--- src/rtl/endsel_pkg.sv ---
package endsel_pkg;
    typedef enum logic [1:0] {
        PRV_USER  = 2'd0,
        PRV_SUPER = 2'd1,
        PRV_RSVD  = 2'd2,
        PRV_MACH  = 2'd3
    } prv_e;

    typedef enum logic [1:0] {
        ACC_FETCH = 2'd0,
        ACC_DATA  = 2'd1,
        ACC_WALK  = 2'd2,
        ACC_RSVD  = 2'd3
    } acc_e;

    // state latched at each explicit request, consumed by the load return path
    typedef struct packed {
        logic       big;
        logic [1:0] size;
    } lat_t;
endpackage

--- src/rtl/endsel_mode.sv ---
module endsel_mode
    import endsel_pkg::*;
#(
    parameter bit HAS_SMODE = 1'b1,
    parameter bit HAS_UMODE = 1'b1
) (
    input  logic       clk,
    input  logic       rst_n,
    input  logic [1:0] cur_prv,
    input  logic       mprv_en,
    input  logic [1:0] mprv_prv,
    input  logic       m_big,
    input  logic       s_big,
    input  logic       u_big,
    input  logic [1:0] kind,
    output logic       big
);
    logic       s_big_eff;
    logic       u_big_eff;
    logic       mprv_eff;
    logic [1:0] eff_prv;

    always_comb begin
        s_big_eff = HAS_SMODE ? s_big : 1'b0;
        u_big_eff = HAS_UMODE ? u_big : 1'b0;
        mprv_eff  = HAS_UMODE ? mprv_en : 1'b0;
        // only explicit data accesses take the override
        eff_prv   = (kind == ACC_DATA && mprv_eff) ? mprv_prv : cur_prv;
        unique case (acc_e'(kind))
            ACC_WALK: big = s_big_eff;
            ACC_DATA: begin
                unique case (prv_e'(eff_prv))
                    PRV_MACH:  big = m_big;
                    PRV_SUPER: big = s_big_eff;
                    default:   big = u_big_eff;
                endcase
            end
            default:  big = 1'b0;
        endcase
    end

    // fetch and reserved kinds never go big-endian
    a_r4_fetch_little: assert property (@(posedge clk) disable iff (!rst_n)
        (kind == ACC_FETCH || kind == ACC_RSVD) |-> !big);

    // walks track the supervisor bit
    a_r5_walk_follows_s: assert property (@(posedge clk) disable iff (!rst_n)
        (kind == ACC_WALK && HAS_SMODE) |-> (big == s_big));

    generate
        if (!HAS_SMODE) begin : g_no_s
            // no supervisor level, walks are little-endian
            a_r3_walk_no_s: assert property (@(posedge clk) disable iff (!rst_n)
                (kind == ACC_WALK) |-> !big);
        end
        if (!HAS_UMODE) begin : g_no_u
            // override ignored, machine data accesses follow the machine bit
            a_r7_mprv_dead: assert property (@(posedge clk) disable iff (!rst_n)
                (kind == ACC_DATA && cur_prv == PRV_MACH) |-> (big == m_big));
        end
    endgenerate
endmodule

--- src/rtl/endsel_swap.sv ---
module endsel_swap #(
    parameter int NBYTES = 8
) (
    input  logic                clk,
    input  logic                rst_n,
    input  logic [NBYTES*8-1:0] din,
    input  logic [1:0]          size,
    input  logic                big,
    output logic [NBYTES*8-1:0] dout
);
    localparam int MAXSZ = $clog2(NBYTES);

    int width;

    always_comb begin
        width = 1 << ((int'(size) > MAXSZ) ? MAXSZ : int'(size));
        dout  = '0;
        for (int k = 0; k < NBYTES; k++) begin
            if (k < width) begin
                if (big) dout[k*8 +: 8] = din[(width-1-k)*8 +: 8];
                else     dout[k*8 +: 8] = din[k*8 +: 8];
            end
        end
    end

    // a single byte passes through untouched, upper bytes cleared
    a_r8_byte_pass: assert property (@(posedge clk) disable iff (!rst_n)
        (size == 2'd0) |-> (dout == {{(NBYTES-1)*8{1'b0}}, din[7:0]}));
endmodule

--- src/rtl/endsel_top.sv ---
module endsel_top
    import endsel_pkg::*;
#(
    parameter int XLEN      = 64,
    parameter bit HAS_SMODE = 1'b1,
    parameter bit HAS_UMODE = 1'b1
) (
    input  logic            clk,
    input  logic            rst_n,
    input  logic [1:0]      cur_prv,
    input  logic            mprv_en,
    input  logic [1:0]      mprv_prv,
    input  logic            m_big,
    input  logic            s_big,
    input  logic            u_big,
    input  logic            req_valid,
    input  logic [1:0]      req_kind,
    input  logic [1:0]      req_size,
    input  logic [XLEN-1:0] st_data,
    output logic            req_big,
    output logic [XLEN-1:0] st_data_out,
    input  logic            ld_valid,
    input  logic [XLEN-1:0] ld_data,
    output logic [XLEN-1:0] ld_data_out
);
    localparam int NBYTES = XLEN / 8;

    lat_t lat_d, lat_q;
    logic [XLEN-1:0] ld_sw;

    endsel_mode #(.HAS_SMODE(HAS_SMODE), .HAS_UMODE(HAS_UMODE)) u_mode (
        .clk      (clk),
        .rst_n    (rst_n),
        .cur_prv  (cur_prv),
        .mprv_en  (mprv_en),
        .mprv_prv (mprv_prv),
        .m_big    (m_big),
        .s_big    (s_big),
        .u_big    (u_big),
        .kind     (req_kind),
        .big      (req_big)
    );

    endsel_swap #(.NBYTES(NBYTES)) u_st_swap (
        .clk   (clk),
        .rst_n (rst_n),
        .din   (st_data),
        .size  (req_size),
        .big   (req_big),
        .dout  (st_data_out)
    );

    endsel_swap #(.NBYTES(NBYTES)) u_ld_swap (
        .clk   (clk),
        .rst_n (rst_n),
        .din   (ld_data),
        .size  (lat_q.size),
        .big   (lat_q.big),
        .dout  (ld_sw)
    );

    always_comb begin
        lat_d = lat_q;
        if (req_valid && req_kind == ACC_DATA) begin
            lat_d.big  = req_big;
            lat_d.size = req_size;
        end
        ld_data_out = ld_valid ? ld_sw : '0;
    end

    always_ff @(posedge clk or negedge rst_n) begin
        if (!rst_n) lat_q <= '0;
        else        lat_q <= lat_d;
    end

    // latch only moves on an explicit request
    a_r9_latch_hold: assert property (@(posedge clk) disable iff (!rst_n)
        !(req_valid && req_kind == ACC_DATA) |=> $stable(lat_q));

    // latched flag matches the flag shown with the request
    a_r9_latch_take: assert property (@(posedge clk) disable iff (!rst_n)
        (req_valid && req_kind == ACC_DATA) |=> (lat_q.big == $past(req_big)));
endmodule

--- config.mk ---
export PLATFORM = sky130hd
export DESIGN_NAME = endsel_top
export DESIGN_NICKNAME = d
export VERILOG_FILES = /design/src/rtl/endsel_pkg.sv /design/src/rtl/endsel_mode.sv /design/src/rtl/endsel_swap.sv /design/src/rtl/endsel_top.sv
export SDC_FILE = /design/constraint.sdc
export NUM_CORES = 1
export LEC_CHECK = 0
export BUFFER_PORTS_ARGS = -buffer_cell sky130_fd_sc_hd__buf_4
export CORE_MARGIN = 2
export CORE_UTILIZATION = 56
export CTS_CLUSTER_DIAMETER = 60
export DETAILED_ROUTE_END_ITERATION = 6
export PLACE_DENSITY = 0.9
export SYNTH_ARGS = -nofsm -noshare
export SYNTH_HDL_FRONTEND = slang
export SYNTH_SLANG_ARGS = --single-unit
--- constraint.sdc ---
create_clock -name clk -period 7.1 [get_ports clk]
set_input_delay 0.71 -clock clk [delete_from_list [all_inputs] [get_ports clk]]
set_output_delay 0.71 -clock clk [all_outputs]
set_load 0.05 [all_outputs]
After elaboration in Yosys (flattened, before gate mapping)
Index checks and enable logic that the tools add are counted.
Word-level totals
  output and inout port bits: 129
  input bits: 144
  bits in registers: 3
Cells by class
  eq/ne operators: 4
  reductions and logical operators: 2
  order comparisons: 16
  muxes and demuxes: 36
  shifts and indexed selects: 18
  add/subtract/negate cells: 16
Operator list (count)
  $shiftx A64 B32 Y8: 16
  $lt A4 B32 Y1 const A: 8
  $mux W8: 32
  $sub A29 B4 Y29 const B: 8
  $lt A3 B32 Y1 const A: 4
  $sub A29 B2 Y29 const B: 4
  $sub A29 B3 Y29 const B: 4
  $lt A1 B32 Y1 const A: 2
  $lt A2 B32 Y1 const A: 2
  $mux W64: 1
  $shl A1 B2 Y32 const A: 2
  $eq A2 B1 Y1 const B: 2
  $eq A2 B2 Y1 const B: 2
  $pmux W1 S2: 2
  $logic_and A1 B1 Y1: 2
  $mux W2: 1

Logic depth before layout (Yosys ltp)
  word-level depth: 8
  depth in mapped cells: 12

Modules after synthesis
Synthesis repeated with hierarchy kept, for this count alone.
Second synthesis, totals
  cell total of the unflattened synthesis: 854
  area total of the unflattened synthesis: 7805.0 um^2
By module, submodules not included
  endsel_swap: cells an instance 381, seq. area each 0.0 um^2, instances 2, area an instance 3523.4 um^2
  endsel_top: cells an instance 77, seq. area each 75.1 um^2, instances 1, area an instance 639.4 um^2
  endsel_mode: cells an instance 15, seq. area each 0.0 um^2, instances 1, area an instance 118.9 um^2

Least setup slack after synthesis
No wires, ideal clock.
  kind: input -> output
  start point: input req_size[0]
  end point: output st_data_out[7]
  arrival: 3890 ps
  buffers on the path: 3
  slack: 2500 ps
  stages on the path: 10
  cell sequence: inv_1 ha_1 buf_4 buf_2 buf_4 inv_1 ha_1 a211oi_1 a32oi_1 a211oi_1
On the way
  word-level cells in the longest chain between the ends: 5
Ends and longest elaborated chain
  start: declaration: line endsel_top.sv:18  | input logic [1:0] req_size,
  $shl A1 B2 Y32 (*): line endsel_swap.sv:16  | width = 1 << ((int'(size) > MAXSZ) ? MAXSZ : int'(size));
  $sub A29 B2 Y29: line endsel_swap.sv:20  | if (big) dout[k*8 +: 8] = din[(width-1-k)*8 +: 8];
  $shiftx A64 B32 Y8: line endsel_swap.sv:20
  $mux W8: line endsel_swap.sv:20
  $mux W8 (*): line endsel_swap.sv:19  | if (k < width) begin
  end: declaration: line endsel_top.sv:21  | output logic [XLEN-1:0] st_data_out,
Mark *: on every way between the ends. The rest lies on a longest branch, timed or not.

Final worst setup path
  start point: register lat_q[0] (netlist bit)
  end point: output ld_data_out[7]
On the way
  word-level cells in the longest chain between the ends: 6
Ends and longest elaborated chain
  start: declaration: line endsel_top.sv:28  | lat_t lat_d, lat_q;
  start signal: assignment: line endsel_top.sv:73  | else lat_q <= lat_d;
  $shl A1 B2 Y32 (*): line endsel_swap.sv:16
  $sub A29 B2 Y29: line endsel_swap.sv:20
  $shiftx A64 B32 Y8: line endsel_swap.sv:20
  $mux W8: line endsel_swap.sv:20
  $mux W8 (*): line endsel_swap.sv:19
  $mux W64 (*): line endsel_top.sv:68  | ld_data_out = ld_valid ? ld_sw : '0;
  end: declaration: line endsel_top.sv:24  | output logic [XLEN-1:0] ld_data_out
Marked as above.

==> flow_summary_export.csv <==
group,metric,value,unit
outcome,outcome,"finished clean",
synthesis,syn_nets,904,
die,core_area,12000,sq um
global_route,grt_max_degree,80,
sta,finalSetupTns,0,ns
worst_setup_path,crit_path_max_fanout,19,
worst_setup_path,startpoint,"lat_q[0]$_DFFE_PN0P_",
drt,drt_iter0_drc,1388,
synthesis,syn-cell-area,6880,sq um
sta,worst_pin_slew,1.22,ns
worst_setup_path,startpoint_type,"flip-flop",
sta,skew,0,ns
final_layout,n_antenna_cell,0,
worst_setup_path,rr_worst_depth,3,
drt,wl,26.7,mm
worst_setup_path,crit_type,"flip-flop to output port",
place,place_congestion,0.935,
global_route,grt_overflow_total,0,
synthesis,ys_ff_latch,3,
pwr,p_leak,3.64,nW
worst_setup_path,cp.arrival,4.05,ns
synthesis,synth_edf_count,0,
synthesis,ys_seq_area_frac,0.0109,
synthesis,yosysUniqueCellTypes,40,
die,io_pins,273,
worst_setup_path,ff2ff_setup_slack,5.79,ns
worst_setup_path,endpoint,"ld_data_out[7]",
place,dp_hpwl,18.9,mm
final_layout,largest_reg_flops,3,
sta,maxSlewHeadroom,0.182,
worst_setup_path,r2r_end,"lat_q[2]$_DFFE_PN0P_",
die,die_w,115,microns
pwr,powerDensity,153,nW/um^2
cts,htreeDepth,1,
sta,timing.fmax,210,MHz
global_route,antenna_found_initial,0,
cts,worstSkewPairLatency,0.23,ns
sta,finalCritPeriodShare,0.671,
sta,fin_crit,4.76,ns
final_layout,fillCellCount,859,
drt,ant_nets,0,
synthesis,synthFlopType,"dfrtp_1",
final_layout,syn2layout_area_growth,28.9,%
sta,report.final.slew_viol_count,0,
min_path,hold_class,"input port to async pin",
die,rows,40,
pwr,irDropWorstVdd,131,uV
final_layout,drive_above_1_share,0.482,
cts,cts_tree,"built",
cts,cts_buffers,3,
cts,root_buffer,"clkbuf_16",
cts,ctsLongestPathBuffers,2,
cts,cts_hold_buf,0,
drt,via_count,8176,
drt,first_pass_iters,5,
worst_setup_path,required,6.39,ns
cts,cts_setup_buffers,0,
synthesis,synthCells,737,
final_layout,regMostFlops,"lat_q",
global_route,grt_pass1_wl,40.5,mm
sta,report.final.hold_viol_count,0,
cts,cts.clk_slew.worst_paths,0.03,ns
place,io_buffers,272,
worst_setup_path,worstReg2RegStart,"lat_q[2]$_DFFE_PN0P_",
synthesis,async_flop_share,1.00,
job,cap_violations,0,
cts,post_cts_resized,0,
global_route,grt_usage,0.384,
synthesis,synth_area_per_cell,9.34,sq um
drt,avgRoutedWirePerCell,24.7,microns
global_route,grt_pass1_vias,7500,
sta,rsz0062_at_grt,"false",
final_layout,largestRegisters,"lat_q: 3 flops",
die,die_area,13200,sq um
synthesis,yosysWarnings,0,
final_layout,fin_cells,1083,
sta,finalSetupViolCount,0,
drt,viasPerCell,7.55,
worst_setup_path,cp-end-kind,"output port",
final_layout,nets,1104,
die,chipHeight,115,microns
cts,cts_sinks,3,
die,start_util,0.573,
drt,drc,0,
place,dp_cells,1079,
## final cells by class
type                       instances  area, sq um  share of cell area
clock buffer                       4         78.8             0.00888
sequential                         3         76.3             0.00860
inverter                          17         63.8             0.00719
multi-input combinational        628         6340               0.714
tap                              147          184              0.0207
timing repair buffer             284         2130               0.240
## critical path: stages (launching register included)
cell	delay, ns
dfrtp_1	0.41
inv_1	0.18
ha_1	0.75
clkinv_1	0.81
a21oi_2	0.72
a221oi_1	0.18
or3_1	0.37
a21oi_1	0.15
buf_4	0.24
## cell usage in the layout, fill, tap and decap left out, types with 9 or more instances in the layout
cell,netlist,final
a211oi_1,50,50
a211oi_2,25,25
a21o_1,9,9
a21oi_1,17,17
a221oi_1,9,9
a22oi_1,21,21
buf_4,10,284
ha_1,23,21
inv_1,14,14
mux2i_1,74,74
mux4_2,126,126
nand2_1,80,80
nand3_1,11,11
nor2_1,69,68
nor3_1,47,47
o31ai_1,17,17
## kinds of logic after synthesis
family / after synthesis / synth area share
multiplexers: 204 / 0.526
AND/OR/NAND/NOR: 225 / 0.141
XOR/XNOR: 2 / 0.00255
AO/OA/AOI/OAI: 174 / 0.205
buffers and inverters: 106 / 0.0731
adder cells (fa/ha/maj): 23 / 0.0418
flip-flops: 3 / 0.0109
## cells in the mapped netlist, drive strengths merged, types with 2 or more instances
cell type / number / share of area
inv: 15 / 0.0082
and3: 2 / 0.0018
a32oi: 8 / 0.010
a21bo: 2 / 0.0029
clkinv: 2 / 0.0011
buf: 49 / 0.042
a221oi: 9 / 0.011
mux4: 126 / 0.41
a21o: 9 / 0.0098
ha: 23 / 0.042
clkbuf: 40 / 0.022
a22oi: 21 / 0.023
xor2: 2 / 0.0025
o31ai: 17 / 0.019
nand4: 8 / 0.0073
mux2: 4 / 0.0065
nor2: 70 / 0.039
mux2i: 74 / 0.11
or3: 3 / 0.0027
a211oi: 75 / 0.10
nand3: 11 / 0.0080
o21ai: 12 / 0.0087
dfrtp: 3 / 0.011
nand2b: 2 / 0.0018
nor3: 47 / 0.034
a21oi: 18 / 0.014
nand2: 80 / 0.044
## power breakdown
group          switching, mW  total [mW]  leakage, nW  internal [mW]
clock network         0.0182      0.0926       0.0382         0.0744
logic                  0.726        1.25         3.57          0.521
registers            0.00289      0.0227       0.0370         0.0198
## through the flow
stage | power [mW] | utilization | hold slack [ns] | instance area (sq um) | setup slack (ns)
final | 1.36 | 0.739 | 0.265 | 8870 | 2.34
after CTS | 1.34 | 0.739 | 0.267 | 8870 | 2.43
after global routing | 1.43 | 0.739 | 0.263 | 8870 | 2.13
after global placement | 1.22 | 0.732 | 0.501 | 8790 | 2.59
after detailed placement | 1.24 | 0.732 | 0.504 | 8790 | 2.44
after floorplan | 0.929 | - | 0.414 | 6880 | 2.50
## how the worst min path moves through the flow
stage          start              endpoint  depth (start not counted)
2_1_floorplan  rst_n  lat_q[0]$_DFFE_PN0P_                          0
3_3_place_gp   rst_n  lat_q[1]$_DFFE_PN0P_                          1
3_5_place_dp   rst_n  lat_q[1]$_DFFE_PN0P_                          1
4_1_cts        rst_n  lat_q[0]$_DFFE_PN0P_                          1
5_1_grt        rst_n  lat_q[0]$_DFFE_PN0P_                          1
6_report       rst_n  lat_q[0]$_DFFE_PN0P_                          1
## metal layers
layer | share of wire | global-route usage
met1 | 0.34 | 0.517
met2 | 0.46 | 0.602
met3 | 0.15 | 0.0812
met4 | 0.057 | 0.170
met5 | 0 | 0
Power figures use the tool's default switching activity.
